`config.mk`:
```
export PLATFORM = sky130hd
export DESIGN_NAME = mbus_cycle_seq
export DESIGN_NICKNAME = d
export VERILOG_FILES = /design/src/rtl/mbus_pkg.sv /design/src/rtl/mbus_tstate_fsm.sv /design/src/rtl/mbus_req_hold.sv /design/src/rtl/mbus_rd_capture.sv /design/src/rtl/mbus_cycle_seq.sv
export SDC_FILE = /design/constraint.sdc
export NUM_CORES = 1
export LEC_CHECK = 0
export ABC_AREA = 1
export BUFFER_PORTS_ARGS = -buffer_cell sky130_fd_sc_hd__buf_2
export CAP_MARGIN = 20
export CORE_ASPECT_RATIO = 0.9
export CORE_MARGIN = 2
export CORE_UTILIZATION = 50
export DETAILED_ROUTE_END_ITERATION = 10
export PLACE_DENSITY = 0.8
export SLEW_MARGIN = 20
export SYNTH_ARGS = -nofsm -noshare
export SYNTH_HDL_FRONTEND = slang
export SYNTH_SLANG_ARGS = --single-unit
```
`constraint.sdc`:
```
create_clock -name clk -period 3.35 [get_ports clk]
set_clock_uncertainty 0.2 [all_clocks]
set_input_delay 0.1675 -clock clk [delete_from_list [all_inputs] [get_ports clk]]
set_output_delay 0.1675 -clock clk [all_outputs]
set_load 0.01 [all_outputs]
```
`src/rtl/mbus_pkg.sv`:
```
package mbus_pkg;

    // T-states of one external machine cycle
    typedef enum logic [2:0] {
        ST_IDLE = 3'd0,
        ST_T1   = 3'd1,
        ST_T2   = 3'd2,
        ST_TW   = 3'd3,
        ST_T3   = 3'd4
    } tstate_e;

endpackage

```
`src/rtl/mbus_tstate_fsm.sv`:
```
module mbus_tstate_fsm
    import mbus_pkg::*;
(
    input  logic    clk,
    input  logic    rst_n,
    input  logic    req_valid,
    input  logic    bus_ready,
    output tstate_e state_q,
    output logic    load_req,
    output logic    end_of_t3
);

    tstate_e state_d;

    // State register
    always_ff @(posedge clk or negedge rst_n) begin
        if (!rst_n) begin
            state_q <= ST_IDLE;
        end else begin
            state_q <= state_d;
        end
    end

    // Transition logic
    always_comb begin
        state_d = state_q;
        unique case (state_q)
            ST_IDLE: if (req_valid) state_d = ST_T1;
            ST_T1:   state_d = ST_T2;
            ST_T2:   state_d = bus_ready ? ST_T3 : ST_TW;
            ST_TW:   state_d = bus_ready ? ST_T3 : ST_TW;
            ST_T3:   state_d = ST_IDLE;
            default: state_d = ST_IDLE;
        endcase
    end

    assign load_req  = (state_q == ST_IDLE) && req_valid;
    assign end_of_t3 = (state_q == ST_T3);

endmodule

```
`src/rtl/mbus_req_hold.sv`:
```
module mbus_req_hold #(
    parameter int ADDR_W = 16,
    parameter int DATA_W = 8
) (
    input  logic              clk,
    input  logic              rst_n,
    input  logic              load,
    input  logic [ADDR_W-1:0] addr_in,
    input  logic              write_in,
    input  logic              io_in,
    input  logic [DATA_W-1:0] wdata_in,
    output logic [ADDR_W-1:0] addr_q,
    output logic              write_q,
    output logic              io_q,
    output logic [DATA_W-1:0] wdata_q
);

    // Request fields held for the whole machine cycle
    always_ff @(posedge clk or negedge rst_n) begin
        if (!rst_n) begin
            addr_q  <= '0;
            write_q <= 1'b0;
            io_q    <= 1'b0;
            wdata_q <= '0;
        end else if (load) begin
            addr_q  <= addr_in;
            write_q <= write_in;
            io_q    <= io_in;
            wdata_q <= wdata_in;
        end
    end

endmodule

```
`src/rtl/mbus_rd_capture.sv`:
```
module mbus_rd_capture #(
    parameter int DATA_W = 8
) (
    input  logic              clk,
    input  logic              rst_n,
    input  logic              end_of_t3,
    input  logic              is_write,
    input  logic [DATA_W-1:0] ad_in,
    output logic [DATA_W-1:0] rdata,
    output logic              done
);

    always_ff @(posedge clk or negedge rst_n) begin
        if (!rst_n) begin
            rdata <= '0;
            done  <= 1'b0;
        end else begin
            done <= end_of_t3;
            if (end_of_t3 && !is_write) begin
                rdata <= ad_in;
            end
        end
    end

endmodule

```
`src/rtl/mbus_cycle_seq.sv`:
```
module mbus_cycle_seq
    import mbus_pkg::*;
#(
    parameter int ADDR_W = 16,
    parameter int DATA_W = 8
) (
    input  logic                       clk,
    input  logic                       rst_n,
    input  logic                       req_valid,
    input  logic [ADDR_W-1:0]          req_addr,
    input  logic                       req_write,
    input  logic                       req_io,
    input  logic [DATA_W-1:0]          req_wdata,
    output logic                       busy,
    input  logic                       bus_ready,
    input  logic [DATA_W-1:0]          ad_in,
    output logic [DATA_W-1:0]          ad_out,
    output logic                       ad_oe,
    output logic [ADDR_W-DATA_W-1:0]   a_hi,
    output logic                       ale,
    output logic                       io_m,
    output logic                       rd_n,
    output logic                       wr_n,
    output logic [DATA_W-1:0]          rdata,
    output logic                       done
);

    localparam int HI_W = ADDR_W - DATA_W;

    tstate_e           state_q;
    logic              load_req;
    logic              end_of_t3;
    logic [ADDR_W-1:0] addr_q;
    logic              req_wr_q;
    logic              req_io_q;
    logic [DATA_W-1:0] wdata_q;
    logic [HI_W-1:0]   port_hi;
    logic [HI_W-1:0]   hi_src;

    mbus_tstate_fsm u_fsm (
        .clk       (clk),
        .rst_n     (rst_n),
        .req_valid (req_valid),
        .bus_ready (bus_ready),
        .state_q   (state_q),
        .load_req  (load_req),
        .end_of_t3 (end_of_t3)
    );

    mbus_req_hold #(
        .ADDR_W (ADDR_W),
        .DATA_W (DATA_W)
    ) u_hold (
        .clk      (clk),
        .rst_n    (rst_n),
        .load     (load_req),
        .addr_in  (req_addr),
        .write_in (req_write),
        .io_in    (req_io),
        .wdata_in (req_wdata),
        .addr_q   (addr_q),
        .write_q  (req_wr_q),
        .io_q     (req_io_q),
        .wdata_q  (wdata_q)
    );

    mbus_rd_capture #(
        .DATA_W (DATA_W)
    ) u_cap (
        .clk       (clk),
        .rst_n     (rst_n),
        .end_of_t3 (end_of_t3),
        .is_write  (req_wr_q),
        .ad_in     (ad_in),
        .rdata     (rdata),
        .done      (done)
    );

    // I/O port number mirrored onto the upper lines, sized to fit
    generate
        if (HI_W == DATA_W) begin : g_hi_same
            assign port_hi = addr_q[DATA_W-1:0];
        end else if (HI_W > DATA_W) begin : g_hi_wide
            assign port_hi = {{(HI_W-DATA_W){1'b0}}, addr_q[DATA_W-1:0]};
        end else begin : g_hi_narrow
            assign port_hi = addr_q[HI_W-1:0];
        end
    endgenerate

    assign hi_src = req_io_q ? port_hi : addr_q[ADDR_W-1:DATA_W];

    // Output decode per T-state
    always_comb begin
        ale    = 1'b0;
        ad_out = '0;
        ad_oe  = 1'b0;
        a_hi   = '0;
        io_m   = 1'b0;
        rd_n   = 1'b1;
        wr_n   = 1'b1;
        busy   = 1'b1;
        unique case (state_q)
            ST_IDLE: begin
                busy = 1'b0;
            end
            ST_T1: begin
                ale    = 1'b1;
                ad_oe  = 1'b1;
                ad_out = addr_q[DATA_W-1:0];
                a_hi   = hi_src;
                io_m   = req_io_q;
            end
            ST_T2, ST_TW, ST_T3: begin
                a_hi = hi_src;
                io_m = req_io_q;
                if (req_wr_q) begin
                    wr_n   = 1'b0;
                    ad_oe  = 1'b1;
                    ad_out = wdata_q;
                end else begin
                    rd_n = 1'b0;
                end
            end
            default: begin
                busy = 1'b0;
            end
        endcase
    end

endmodule

```
## Word-level counts from Yosys, hierarchy flattened

Cells that the tools add are included.

- Output and inout bits: 31
- Register bits: 38
- Logic and storage cells: 34

- Reductions and logical operators: 7
- Muxes and demuxes: 15
- Eq/ne operators: 5

Operators by type and width:

| operator | count |
|---|---|
| two-way mux 8 bit | 3 |
| one-hot mux 8 bit (2 select lines) | 1 |
| one-hot mux 3 bit (3 select lines) | 1 |
| two-way mux 1 bit | 7 |
| == test 3 x 2 -> 1 bit, second input constant | 2 |
| two-way mux 3 bit | 2 |
| OR reduction 4 bit | 1 |
| == test 3 x 1 -> 1 bit, second input constant | 1 |
| == test 3 bit, second input constant | 1 |
| logical NOT 3 bit | 1 |
| OR reduction 3 bit | 1 |
| logical AND 1 bit | 2 |
| != test 2 bit, second input constant | 1 |
| one-hot mux 1 bit (2 select lines) | 1 |
| OR reduction 2 bit | 1 |
| logical NOT 1 bit | 1 |

## Longest topological paths before layout

Gate-level depths: netlist (run 1).

- Depth after elaboration: 3
- Depth in mapped cells: 5

## Hierarchy

A second synthesis (run 1) with hierarchy kept.

- Cell total of the unflattened synthesis: 255
- Area total of the unflattened synthesis: 1,949.4 um^2

Modules (own cells, without submodules):

| module | cells an instance | area each (um^2) | times used |
|---|---|---|---|
| mbus_req_hold | 110 | 1,023.5 | 1 |
| mbus_cycle_seq | 90 | 424.2 | 1 |
| mbus_rd_capture | 36 | 351.6 | 1 |
| mbus_tstate_fsm | 19 | 150.1 | 1 |

## Worst setup path after synthesis (run 1)

Ideal clock, no wire load.

- Path kind: reg-to-output
- Start point: register u_fsm.state_q[2]
- End point: output port ad_out[0]
- Slack: 1.882 ns
- Buffers on the path: 0
- Data required time: 2.982 ns
- Stages on the path, launching flop included: 6
- Data arrival time: 1.101 ns
- Cell sequence: dfrtp_1 inv_2 nand2_2 nor2_2 nand2_1 nand2_1

- Longest elaborated chain between the ends: 3
- Elaborated cells on any way between the ends: 6

Ends and longest elaborated chain:

| element | RTL line | RTL |
|---|---|---|
| start, declared | mbus_tstate_fsm.sv:8 | `output tstate_e state_q,` |
| start signal, assigned | mbus_tstate_fsm.sv:20 | `state_q <= state_d;` |
| == test 3 x 2 -> 1 bit / == test 3 bit (equally long branches) | mbus_cycle_seq.sv:102 | `unique case (state_q)` |
| OR reduction 3 bit | mbus_cycle_seq.sv:102 |  |
| one-hot mux 8 bit (2 select lines) * | mbus_cycle_seq.sv:102 |  |
| end, declared | mbus_cycle_seq.sv:17 | `output logic [DATA_W-1:0] ad_out,` |

Mark *: on every way between the ends. The rest lies on a longest branch, timed or not.

## Worst setup path in the final report (run 1)

- Start point: register u_fsm.state_q[2]
- End point: output port ad_out[2]

Same word-level chain as after synthesis.

==> impl_metrics.toml, run 1 <==
[run_status]
status = "finished clean"

[synthesis]
synthCells = 256
synth_fp_nets = 294
avgSynthCellArea_um2 = 7.77
netlist_area_um2 = 1990
ys_ff_latch = 38
synth_cell_types = 19
yosysWarnings = 0
seq_area_frac_synth = 0.478

[clocking]
insertion_delay_ps = 290
h-tree-depth = 2
cts_buffers = 5
root_buffer = "clkbuf_8"
cts_tree = "built"
clkTransAtPathRegs_ps = 70
cts.sinks = 38
cts_buffer_depth = 2

[timing]
max_freq_mhz = 499
setup_tns_ps = 0
final.setup.worst_slack_ps = 1340
setup_viol = 0
hold_viol = 0
worst_pin_slew_ps = 806
hold-worst-slack_ps = 48.3
fin_crit_ps = 2010
timing.final.max_slew_violations = 0
finalCritPeriodShare = 0.599
rsz0062_at_grt = "false"
maxSlewHeadroom = 0.462

[die]
die_y_um = 63.8
die-area_um2 = 4500
coreArea_um2 = 3760
start_util = 0.529
num_rows = 21
io_pins = 69
die_w_um = 70.5

[pwr]
power_mw = 2.17
internal_power_mw = 1.23
p_switching_mw = 0.944
sw_frac_of_total = 0.435
power.density_nw_per_um2 = 790
pwr-share-seq = 0.390
leakage_nw = 1.68
vdd_drop_max_uv = 498
clkPwrFrac = 0.137
power_frac_comb = 0.473

[grt]
overflow = 0
globalRouteTotalUtil = 0.218
grt_pass1_wl_mm = 7.76
grt_start_max_net_pins = 53
grt_pass1_vias = 1754
antenna_found_initial = 0

[setup_path]
max_stage_delay_ps = 430
r2r-end = "u_hold.addr_q[3]"
r2r_setup_slack_ps = 1510
cp_slowest_cell = "dfrtp_1"
critical_path_class = "reg2out"
reg2reg_depth = 4
cp_max_fo = 10
path_cells = "inv_2, nand2_2, nor2_2, nand2_1, nand2_1, buf_2"
cp-start-kind = "register"
cp.arrival_ps = 1640
crit_path_frequent_cell = "nand2_1"
cp-end-kind = "output pin"
reg2reg_from = "u_fsm.state_q[1]"
required_ps = 2980

[min_path]
min_from = "req_valid"
holdPathEnd = "u_fsm.state_q[0]"
hp-class = "in2reg"
worstHoldPathCells = 4

[flow_run]
max_cap_violations = 0

[cells_and_area]
diodes = 0
final_nets = 396
drive_gt1_frac = 0.288
ff_latch_area_um2 = 951
finish.instance_area_um2 = 2750
multiInputGateArea_um2 = 717
syn_to_final_growth_pct = 38.2
fillers = 294

[detailed_routing]
drc = 0
drt-initial-drc-count = 73
first_pass_iters = 4
drt_wl_total_mm = 4.39
wire_per_inst_um = 10.9
ant_nets = 0
vias = 1822
viasPerCell = 4.51

[placed_design]
io_buffers = 68
placed_area_um2 = 2310
gp_congestion = 0.821
dp_hpwl_mm = 2.86
place_ws_ps = 1520
[cells in the final DEF (no fill, tap or decap), types with 2 or more instances in the layout]
| master | synthesis | layout |
|---|---|---|
| buf_2 | 2 | 68 |
| clkbuf_8 | 0 | 5 |
| clkinv_2 | 0 | 2 |
| dfrtp_1 | 38 | 38 |
| dlygate4sd3_1 | 0 | 36 |
| inv_1 | 63 | 63 |
| inv_2 | 2 | 2 |
| nand2_1 | 91 | 91 |
| nand2_2 | 3 | 3 |
| nand3_4 | 2 | 2 |
| o21ai_0 | 8 | 8 |
| o21ai_1 | 16 | 16 |
| o21ai_2 | 18 | 18 |
[worst max path at each step]
stage               cells past startpoint        startpoint           endpoint  slack (ps)
global route                            6  u_fsm.state_q[2]          ad_out[0]        1190
floorplan                               5  u_fsm.state_q[2]          ad_out[0]        1880
CTS                                     6  u_fsm.state_q[2]          ad_out[0]        1320
detailed placement                      4  u_fsm.state_q[1]  u_hold.wdata_q[4]        1520
global placement                        4  u_fsm.state_q[1]   u_hold.addr_q[6]        1590
finish                                  6  u_fsm.state_q[2]          ad_out[2]        1340
[cell type report]
type	instances	share of cell area
flip-flops and latches	38	0.346
inverters	65	0.0888
clock buffers	5	0.0250
repair buffers	104	0.255
multi-input cells	144	0.261
clock inverters	2	0.00364
well taps	46	0.0209
[state kept, by name, indices dropped and copies added (netlist names)]
register and count:
u_hold.write_q 1, u_cap.rdata 8, u_cap.done 1, u_hold.addr_q 16
u_hold.wdata_q 8, u_fsm.state_q 3, u_hold.io_q 1
[critical path, delay by kind of cell (launching register included)]
kind	cells	cell delay, ps
and+or+nand+nor	4	650
buffers and inverters	2	270
DFF	1	430
[Yosys cell counts, drive strengths merged]
master   n  share of area
buf      8          0.037
clkbuf   1         0.0019
dfrtp   38           0.48
nand3    4          0.025
nor2     3          0.011
inv     65           0.12
nand3b   1         0.0038
nand2   94           0.18
o21ai   42           0.14
[through the flow]
stage,util,cells
after floorplan,-,256
after global placement,0.615,361
after detailed placement,0.615,361
after CTS,0.732,404
after global routing,0.732,404
final,0.732,404
[cells by family after synthesis]
| group | Yosys count | share of synthesized area |
|---|---|---|
| compound gates | 42 | 0.140 |
| buf+inv | 74 | 0.162 |
| simple gates | 102 | 0.221 |
| flops | 38 | 0.478 |
[per-layer routing]
layer / vias to the layer above / track usage / part of all wire
met4: 0 / 0.0361 / 0.0066
met5: - / 0 / 0
met3: 3 / 0.0694 / 0.063
li1: 953 / - / -
met2: 58 / 0.377 / 0.49
met1: 808 / 0.271 / 0.44
[power by group through the flow]
stage / clock network, mW / logic [mW] / registers (mW)
2_1_floorplan: 0 / 0.741 / 0.812
3_3_place_gp: 0 / 0.970 / 0.846
3_5_place_dp: 0 / 1.00 / 0.851
4_1_cts: 0.303 / 1.04 / 0.845
5_1_grt: 0.323 / 1.17 / 0.880
6_report: 0.298 / 1.03 / 0.846
[timing repair]
action | 4_1_cts | 5_1_grt
setup buffers | 0 | 0
gates resized for setup | 0 | 0
hold endpoints to repair | 74 | 0
hold buffers | 36 | 0
No activity file was read; power rests on OpenSTA's default activity.
==> run 2: changes to the inputs <==
Clock period 3.35 ns to 2.1 ns, I/O delays scaled along.
==> impl_metrics.toml, run 2 (synthesis results as in run 1) <==
[timing]
finalCritPeriodShare = 0.931
setup_tns_ps = 0
maxSlewHeadroom = 0.443
timing.final.max_slew_violations = 0
rsz0062_at_grt = "false"
max_freq_mhz = 512
hold-worst-slack_ps = 248
final.setup.worst_slack_ps = 145
hold_viol = 0
worst_pin_slew_ps = 836
setup_viol = 0
fin_crit_ps = 1950

[clocking]
cts.sinks = 38
root_buffer = "clkbuf_8"
insertion_delay_ps = 280
cts_tree = "built"
cts_buffer_depth = 2
h-tree-depth = 2
cts_buffers = 5
clkTransAtPathRegs_ps = 70
cts_setup_buffers = 0

[grt]
globalRouteTotalUtil = 0.218
grt_pass1_vias = 1774
overflow = 0
grt_pass1_wl_mm = 7.72
antenna_found_initial = 0
grt_start_max_net_pins = 39

[cells_and_area]
multiInputGateArea_um2 = 717
regMostFlops = "u_hold.addr_q"
largest_register_ffs = 16
ff_latch_area_um2 = 951
mostFrequentLayoutCells = "91 x nand2_1, 68 x buf_2, 63 x inv_1"
fillers = 301
syn_to_final_growth_pct = 39.9
diodes = 0
final_util = 0.741
drive_gt1_frac = 0.287
final_nets = 398
largestRegisters = "u_hold.addr_q (16), u_cap.rdata (8), u_hold.wdata_q (8)"
final_common_cell = "nand2_1"
final_cells = 405

[detailed_routing]
ant_nets = 0
drt_wl_total_mm = 4.61
first_pass_iters = 4
viasPerCell = 4.59
drc = 0
drt-initial-drc-count = 52
vias = 1859
wire_per_inst_um = 11.4

[die]
start_util = 0.529
die-area_um2 = 4500
num_rows = 21
io_pins = 69
coreArea_um2 = 3760
die_y_um = 63.8
die_w_um = 70.5

[setup_path]
required_ps = 1790
cp-end-kind = "output pin"
cp_num_cells = 6
reg2reg_from = "u_fsm.state_q[1]"
cp.arrival_ps = 1650
critical_path_class = "reg2out"
cp-start-kind = "register"
reg2reg_depth = 5
max_stage_delay_ps = 430
cp_top_family = "simple AND/OR/NAND/NOR gates"
cp_max_fo = 10
r2r-end = "u_hold.addr_q[5]"
crit_start = "u_fsm.state_q[2]"
r2r_setup_slack_ps = 400
crit_end = "ad_out[1]"
crit_path_frequent_cell = "nand2_1"
cp_slowest_cell = "dfrtp_1"
path_cells = "inv_2, nand2_2, nor2_2, nand2_1, nand2_1, buf_2"
crit_buf_inv = 2

[min_path]
hp-class = "in2async"

[pwr]
power.density_nw_per_um2 = 1270
vdd_drop_max_uv = 868
leakage_nw = 1.69

[placed_design]
dp_hpwl_mm = 2.87
place_ws_ps = 432
gp_congestion = 0.778
io_buffers = 68
dp.cells = 362

[flow_run]
max_cap_violations = 0

[run_status]
status = "finished clean"
run 2: cell count changes in the layout (fill, tap and decap cells not counted):
cell / previous run / this run
buf_12: 0 / 1
clkbuf_8: 5 / 6
clkinv_2: 2 / 0
dlygate4sd3_1: 36 / 37
run 2: worst min-delay path by stage:
stage / from / end / slack [ps] / depth (start not counted)
after floorplan: rst_n / u_cap.done / -390 / 0
after global placement: rst_n / u_hold.wdata_q[3] / 50 / 1
after detailed placement: rst_n / u_cap.done / 50 / 1
after CTS: rst_n / u_cap.rdata[4] / 280 / 2
after global routing: u_hold.wdata_q[2] / u_hold.wdata_q[2] / 300 / 2
final: rst_n / u_hold.wdata_q[3] / 250 / 2
run 2: cell type report:
cell class	instances	share of cell area
flip-flops and latches	38	0.342
repair buffers	106	0.263
multi-input cells	144	0.258
inverters	65	0.0877
clock buffers	6	0.0297
well taps	46	0.0207
run 2: metal layers:
metal	GRT usage	part of all wire
met1	0.258	0.43
met2	0.387	0.51
met3	0.0741	0.058
met4	0.0409	0.0028
met5	0	0
run 2: through the flow:
| stage | total power [mW] | cell area (µm²) |
|---|---|---|
| global route | 3.84 | 2780 |
| finish | 3.52 | 2780 |
| floorplan | 2.48 | 1990 |
| detailed placement | 2.99 | 2330 |
| global placement | 2.93 | 2330 |
| CTS | 3.53 | 2780 |
run 2: what timing repair did:
item,in CTS,in global routing
gates resized for setup,0,0
hold buffers,37,0
hold endpoints to repair,75,0
run 2: power breakdown:
part	internal (mW)	switching, mW	leakage [nW]
clock	0.253	0.234	0.0431
combinational	0.686	0.997	1.18
sequential	1.07	0.279	0.472
==> run 3: changes to the inputs <==
Settings changed: CORE_UTILIZATION 50 to 45, PLACE_DENSITY 0.8 to 0.73.
==> impl_metrics.toml, run 3 (synthesis results as in run 1) <==
[run_status]
status = "finished clean"

[timing]
maxSlewHeadroom = 0.451
worst_pin_slew_ps = 824
fin_crit_ps = 1910
final.setup.worst_slack_ps = 187
hold_viol = 0
finalCritPeriodShare = 0.911
timing.final.max_slew_violations = 0
setup_viol = 0
setup_tns_ps = 0
rsz0062_at_grt = "false"
hold-worst-slack_ps = 251
max_freq_mhz = 523

[setup_path]
cp-end-kind = "output pin"
cp-start-kind = "register"
reg2reg_from = "u_fsm.state_q[1]"
critical_path_class = "reg2out"
r2r-end = "u_hold.wdata_q[0]"
r2r_setup_slack_ps = 640
cp.arrival_ps = 1610
reg2reg_depth = 5
required_ps = 1790
crit_start = "u_fsm.state_q[2]"
cp_max_fo = 10

[cells_and_area]
fillers = 364
final_nets = 398
largestRegisters = "u_hold.addr_q (16), u_cap.rdata (8), u_hold.wdata_q (8)"
diodes = 0
mostFrequentLayoutCells = "91 x nand2_1, 68 x buf_2, 63 x inv_1"
final_util = 0.674
regMostFlops = "u_hold.addr_q"
final_common_cell = "nand2_1"
finish.instance_area_um2 = 2800
syn_to_final_growth_pct = 40.8
final_cells = 419
largest_register_ffs = 16
drive_gt1_frac = 0.287

[grt]
grt_start_max_net_pins = 53
antenna_found_initial = 0
grt_pass1_wl_mm = 7.23
grt_pass1_vias = 1681
globalRouteTotalUtil = 0.196
overflow = 0

[detailed_routing]
viasPerCell = 4.25
drt_wl_total_mm = 4.39
first_pass_iters = 4
wire_per_inst_um = 10.5
drc = 0
vias = 1782
ant_nets = 0
drt-initial-drc-count = 101

[pwr]
leakage_nw = 1.69
vdd_drop_max_uv = 557
power_mw = 3.48
power.density_nw_per_um2 = 1240

[die]
die_w_um = 74.1
die_y_um = 67.1
num_rows = 22
io_pins = 69
coreArea_um2 = 4160
die-area_um2 = 4970
start_util = 0.479

[clocking]
holdBufCountCts = 37
cts_buffer_depth = 2
cts.sinks = 38
insertion_delay_ps = 280
cts_buffers = 5
clkTransAtPathRegs_ps = 60
h-tree-depth = 2
post_cts_resized = 0
cts_tree = "built"
cts_setup_buffers = 0
root_buffer = "clkbuf_8"

[placed_design]
placed_area_um2 = 2350
place_ws_ps = 494
dp.cells = 376
io_buffers = 68
dp_hpwl_mm = 2.87
gp_congestion = 0.841

[flow_run]
max_cap_violations = 0

[min_path]
hp-class = "in2async"
==> run 3: worst max path at each step <==
stage | endpoint | slack [ps] | cells past startpoint
global route | ad_out[7] | 20 | 6
detailed placement | ad_out[5] | 490 | 6
global placement | ad_out[5] | 560 | 6
CTS | ad_out[5] | 170 | 6
floorplan | ad_out[0] | 690 | 5
finish | ad_out[0] | 190 | 6
==> run 3: cell type report <==
cell class	instances	area [µm²]	share of cell area
Timing Repair Buffer	106	731	0.261
Clock buffer	6	82.6	0.0295
Tap cell	60	75.1	0.0268
Inverter	65	244	0.0871
Sequential cell	38	951	0.340
Multi-Input combinational cell	144	717	0.256
==> run 3: metal layers <==
metal,up-vias,part of all wire,global-route usage
met4,0,0.018,0.0818
met1,778,0.42,0.224
met3,8,0.040,0.0378
li1,953,-,-
met2,43,0.52,0.354
met5,-,0,0
==> run 3: power by group <==
group	switching (mW)	internal [mW]	leakage, nW	total (mW)
Sequential	0.274	1.07	0.472	1.35
Clock	0.227	0.253	0.0431	0.480
Combinational	0.969	0.686	1.18	1.66
==> run 3: critical path, cell delays in order (launching register included) <==
cell	delay, ps
dfrtp_1	430
inv_2	140
nand2_2	90
nor2_2	330
nand2_1	90
nand2_1	100
buf_2	130
